==> config.mk <==
export PLATFORM = sky130hd
export DESIGN_NAME = tmr_scan_chain
export DESIGN_NICKNAME = d
export VERILOG_FILES = /design/src/rtl/tmr_scan_chain.sv
export SDC_FILE = /design/constraint.sdc
export NUM_CORES = 2
export LEC_CHECK = 0
export BUFFER_PORTS_ARGS = -buffer_cell sky130_fd_sc_hd__buf_4
export CAP_MARGIN = 30
export CORE_MARGIN = 2
export CORE_UTILIZATION = 40
export DETAILED_ROUTE_END_ITERATION = 12
export GPL_ROUTABILITY_DRIVEN = 0
export SYNTH_ARGS = -nofsm -noshare
export SYNTH_HDL_FRONTEND = slang
export SYNTH_SLANG_ARGS = --single-unit
export TNS_END_PERCENT = 100
==> constraint.sdc <==
create_clock -name clk -period 9.11 [get_ports clk]
set_clock_uncertainty 0.15 [all_clocks]
set_input_delay 1.822 -clock clk [delete_from_list [all_inputs] [get_ports clk]]
set_output_delay 1.822 -clock clk [all_outputs]
set_load 0.01 [all_outputs]
==> src/rtl/tmr_scan_chain.sv <==
module tmr_scan_chain #(
  parameter int N_CELLS = 231,
  localparam int CW = $clog2(N_CELLS + 1)
) (
  input  logic          clk,
  input  logic          rst_n,
  input  logic          ser_in,
  input  logic          shift_en,
  input  logic          load,
  input  logic          readback,
  input  logic          inj_en,
  input  logic [CW-1:0] inj_cell,
  input  logic [1:0]    inj_copy,
  output logic          ser_out,
  output logic          error_out,
  output logic          parity_out
);

  logic [N_CELLS-1:0] sr;
  logic [N_CELLS-1:0] want;
  logic [2:0]         cp [N_CELLS];
  logic [N_CELLS-1:0] maj;
  logic [N_CELLS:0]   err_ch;
  logic [N_CELLS:0]   par_ch;
  logic               err_q;

  always_ff @(posedge clk or negedge rst_n) begin
    if (!rst_n)
      sr <= '0;
    else if (load)
      sr <= sr;
    else if (readback)
      sr <= maj;
    else if (shift_en)
      sr <= {sr[N_CELLS-2:0], ser_in};
  end

  always_ff @(posedge clk or negedge rst_n) begin
    if (!rst_n) begin
      want <= '0;
      for (int i = 0; i < N_CELLS; i++) cp[i] <= 3'b000;
    end else if (load) begin
      want <= sr;
      for (int i = 0; i < N_CELLS; i++) cp[i] <= {3{sr[i]}};
    end else if (inj_en && (32'(inj_cell) < N_CELLS) && (inj_copy != 2'd3)) begin
      cp[inj_cell][inj_copy] <= ~cp[inj_cell][inj_copy];
    end
  end

  assign err_ch[0] = 1'b0;
  assign par_ch[0] = 1'b0;

  for (genvar g = 0; g < N_CELLS; g++) begin : g_cell
    logic [2:0] diff;
    assign diff         = cp[g] ^ {3{want[g]}};
    assign maj[g]       = (cp[g][0] & cp[g][1]) | (cp[g][0] & cp[g][2]) | (cp[g][1] & cp[g][2]);
    assign err_ch[g+1]  = err_ch[g] | (|diff);
    assign par_ch[g+1]  = par_ch[g] ^ ($countones(diff) == 2);
  end

  always_ff @(posedge clk or negedge rst_n) begin
    if (!rst_n)
      err_q <= 1'b0;
    else if (load)
      err_q <= 1'b0;
    else if (err_ch[N_CELLS])
      err_q <= 1'b1;
  end

  assign ser_out    = sr[N_CELLS-1];
  assign error_out  = err_q | err_ch[N_CELLS];
  assign parity_out = par_ch[N_CELLS];

endmodule


==> impl_summary.log <==
INFO  metric run_status = finished clean
INFO  metric worst_reg_to_reg_path_cell_count = 9
INFO  metric final_period_minus_worst_setup_slack = between 7 and 8 ns
INFO  metric port_buffers = 19
INFO  metric multi_input_area = 46,400 um2
INFO  metric clock_sinks = roughly 1,200
INFO  metric fin_nets = 7,942
INFO  metric maxCapViolCount = 0
INFO  metric worstHoldStart = sr[168]$_DFFE_PN0P_
INFO  metric vdd_drop_max = 0.711 mV
INFO  metric post-layout-total-power = 22,700 uW
INFO  metric fp.dieArea = 199,000 um2
INFO  metric detailroute.via_count = 65,200
INFO  metric clk-insertion-delay-late = 0.83 ns
INFO  metric slowest_stage = sky130_fd_sc_hd__xnor2_1
INFO  metric tritoncts_buffer_count = 140
INFO  metric cells_along_the_critical_path = xnor2_1 > fa_1 > nor2b_1 > xnor2_1 > xnor2_1 > xnor2_1 > xnor2_1 > xnor3_1 > xnor3_1 > xnor3_1 > buf_4
INFO  metric hold_violations = 0
INFO  metric grt_first_pass_wirelength = roughly 440 mm
INFO  metric setup.worst_path.start_class = flop
INFO  metric floorplan.die.height = 446 um
INFO  metric synth-seq-cells = roughly 1,200
INFO  metric number_of_setup_buffers_added_after_cts = 0
INFO  metric yosys-top-cells-count = 1,156 x sky130_fd_sc_hd__dfrtp_1, 863 x sky130_fd_sc_hd__xnor2_1, 810 x sky130_fd_sc_hd__nor2_1
INFO  metric crit_path_capture_type = output port
INFO  metric critical_path_cell_count = 11
INFO  metric post_cts_hold_fix_bufs = 0
INFO  metric setup_viol = 0
INFO  metric filler_cell_count = 18,300
INFO  metric ant_nets = 0
INFO  metric synth_top_cells_by_area = sky130_fd_sc_hd__dfrtp_1 37%, sky130_fd_sc_hd__xnor2_1 9.7%, sky130_fd_sc_hd__mux4_2 6.0%
INFO  metric drive_above_1_share = 9.26%
INFO  metric max_slew.worst_pin.slew = 1.35 ns
INFO  metric power.leakage = roughly 0.031 uW
INFO  metric async_reset_ff_share = 100%
INFO  metric pwr_density_cell = 266 nW/um2
INFO  metric routedWlPerCell = between 20 and 30 um
INFO  metric overflow_left_after_global_routing = 0
INFO  metric synth_sequential_area_ratio = 37.0%
INFO  metric cell_class_contributing_the_biggest_share_of_worst_path_delay = XOR/XNOR gates
INFO  metric ys_flop_type = sky130_fd_sc_hd__dfrtp_1
INFO  metric worst-r2r-setup-slack = 4.59 ns
INFO  metric synth.distinct_cells = 62
INFO  metric synth_area_leader_cell = sky130_fd_sc_hd__dfrtp_1
INFO  metric crit_path_max_incr_delay = about 0.58 ns
INFO  metric initial_antenna_violation_count = 11
INFO  metric die_x = 446 um
INFO  metric syn_to_final_growth = 9.44%
INFO  metric syn-mean-instance-area = roughly 9.8 um2
INFO  metric place.detailed.hpwl = 210 mm
INFO  metric slew-limit-headroom = 10.1%
INFO  metric worst_hold_path.endpoint = sr[168]$_DFFE_PN0P_
INFO  metric finalCritPeriodShare = 80.1%
INFO  metric cts.reportedPaths.clkPinSlew = 0.06 ns
INFO  metric synth_top_area_share = 37.0%
INFO  metric max_freq = between 100 and 150 MHz
INFO  metric register_area = about 29,000 um2
INFO  metric pin_count_of_the_biggest_net_entering_global_routing = ~230
INFO  metric setup-tns-final = 0 ns
INFO  metric criticalPathCategory = flop to output port
INFO  metric synthMostInstantiatedCell = sky130_fd_sc_hd__dfrtp_1
INFO  metric io_pins = 20
INFO  metric synthesis.yosys.warnings = 0
INFO  metric root_buffer = sky130_fd_sc_hd__clkbuf_16
INFO  metric post_synth_instance_area = roughly 80,000 um2
INFO  metric min_path_type = flop to flop
INFO  metric grt_setup_unrepaired = false
INFO  metric number_of_enable_type_register_cells_in_the_synthesized_netlist = 0
INFO  metric cts_tree = done
INFO  metric grt_pass1_vias = approximately 60,000
INFO  metric first_pass_iters = 7
INFO  metric initial_utilization = 40.2%
INFO  metric reg2reg_to = cp[322]$_DFFE_PN0P_
INFO  metric worst_case_clock_buffer_depth = 3
INFO  metric critPathMaxFanout = 4
INFO  metric dr.first_iter.drc_count = 9,266
INFO  metric r2r-start = cp[130]$_DFFE_PN0P_
INFO  metric global_route.usage.total = 30.2%
INFO  metric vias_per_cell = 6.31
INFO  metric drv_slew = 0
INFO  metric critical_path_arrival = approximately 5.3 ns
INFO  metric postSynthCellCount = roughly 8,000
INFO  metric hold_slack = 0.350 ns
INFO  metric fp.coreArea = 195,000 um2
INFO  metric net_count_synth = between 8,000 and 9,000
INFO  metric critPathRequiredTime = a little over 7 ns
INFO  metric drc = 0
INFO  metric htree_num_levels = 4
INFO  metric placement_rows = 162
INFO  metric critical_path_buf_inv_count = 1
INFO  metric whs_path_depth = 2
INFO  metric critical-path-top-cell-by-count = sky130_fd_sc_hd__xnor2_1
INFO  metric finalWirelength = 303 mm
INFO  metric cts_resized = 0
power by group:
| part | total (uW) | internal (uW) | leakage [uW] | switching, uW |
|---|---|---|---|---|
| registers | 6880 | 5750 | 0.0154 | 1130 |
| clock network | 5950 | 3490 | 0.00236 | 2460 |
| logic | 9880 | 4330 | 0.0131 | 5550 |
metal layers:
layer | vias to the layer above | part of all wire, % | global-route usage [%]
li1 | 27700 | - | -
met2 | 3815 | 42 | 43.4
met5 | - | 0.017 | 0
met3 | 714 | 11 | 8.28
met4 | 8 | 6.7 | 17.2
met1 | 33000 | 39 | 40.8
placed cells by master, fill, tap and decap left out, types with 96 or more instances in the layout:
master / count
sky130_fd_sc_hd__a21oi_1: 124
sky130_fd_sc_hd__a221oi_1: 187
sky130_fd_sc_hd__a22o_1: 96
sky130_fd_sc_hd__a31oi_1: 111
sky130_fd_sc_hd__buf_4: 111
sky130_fd_sc_hd__clkbuf_16: 143
sky130_fd_sc_hd__dfrtp_1: 1156
sky130_fd_sc_hd__fa_1: 217
sky130_fd_sc_hd__inv_1: 145
sky130_fd_sc_hd__maj3_1: 217
sky130_fd_sc_hd__mux2_2: 97
sky130_fd_sc_hd__mux2i_1: 462
sky130_fd_sc_hd__mux4_2: 209
sky130_fd_sc_hd__nand2_1: 711
sky130_fd_sc_hd__nand3_1: 136
sky130_fd_sc_hd__nand4_1: 126
sky130_fd_sc_hd__nor2_1: 804
sky130_fd_sc_hd__nor2b_1: 285
sky130_fd_sc_hd__nor3_1: 96
sky130_fd_sc_hd__o21ai_0: 657
sky130_fd_sc_hd__o31ai_1: 135
sky130_fd_sc_hd__xnor2_1: 863
flip-flops by register name, summed over array words and instances (netlist names):
name / count
err_q: 1
want: 231
sr: 231
cp: 693
through the flow:
stage	instances	setup slack (ns)	area [um2]	utilization, %
2_1_floorplan	8003	3.81	78100	-
3_3_place_gp	10100	2.49	80400	41.3
3_5_place_dp	10100	2.48	80700	41.5
4_1_cts	10300	1.88	85500	43.9
5_1_grt	10300	1.83	85500	43.9
6_report	10300	1.81	85500	44.0
worst reg2reg max path, stage by stage (launching register included):
cell,delay (ns)
sky130_fd_sc_hd__dfrtp_1,0.51
sky130_fd_sc_hd__mux4_2,0.34
sky130_fd_sc_hd__a22oi_1,0.11
sky130_fd_sc_hd__a21oi_1,0.64
sky130_fd_sc_hd__nor2_1,0.20
sky130_fd_sc_hd__o21ai_0,0.72
sky130_fd_sc_hd__or4_4,0.74
sky130_fd_sc_hd__buf_12,0.36
sky130_fd_sc_hd__nand3_1,0.39
sky130_fd_sc_hd__a22o_1,0.24
cell families after synthesis:
logic type / Yosys count / synth area share [%]
compound gates: 1510 / 12.4
buf+inv: 766 / 3.89
fa+ha+maj: 462 / 8.79
mux: 768 / 13.3
xor+xnor: 888 / 10.1
simple gates: 2453 / 14.5
flops: 1156 / 37.0
final cells by class:
class | instances | area share, %
inverters | 147 | 0.645
diodes | 11 | 0.0322
well taps | 2542 | 3.72
flip-flops and latches | 1156 | 33.8
clock buffers | 205 | 4.87
repair buffers | 154 | 1.96
clock inverters | 46 | 0.727
multi-input cells | 6081 | 54.2
worst max path at each step:
stage                                     from             endpoint  slack [ns]
after floorplan                    inj_cell[1]  cp[691]$_DFFE_PN0P_        3.81
after global placement             inj_cell[0]  cp[433]$_DFFE_PN0P_        2.49
after detailed placement           inj_cell[0]  cp[322]$_DFFE_PN0P_        2.48
after CTS                 want[60]$_DFFE_PN0P_           parity_out        1.88
after global routing       cp[539]$_DFFE_PN0P_           parity_out        1.83
final                     want[60]$_DFFE_PN0P_           parity_out        1.81
Power figures use the tool's default switching activity.
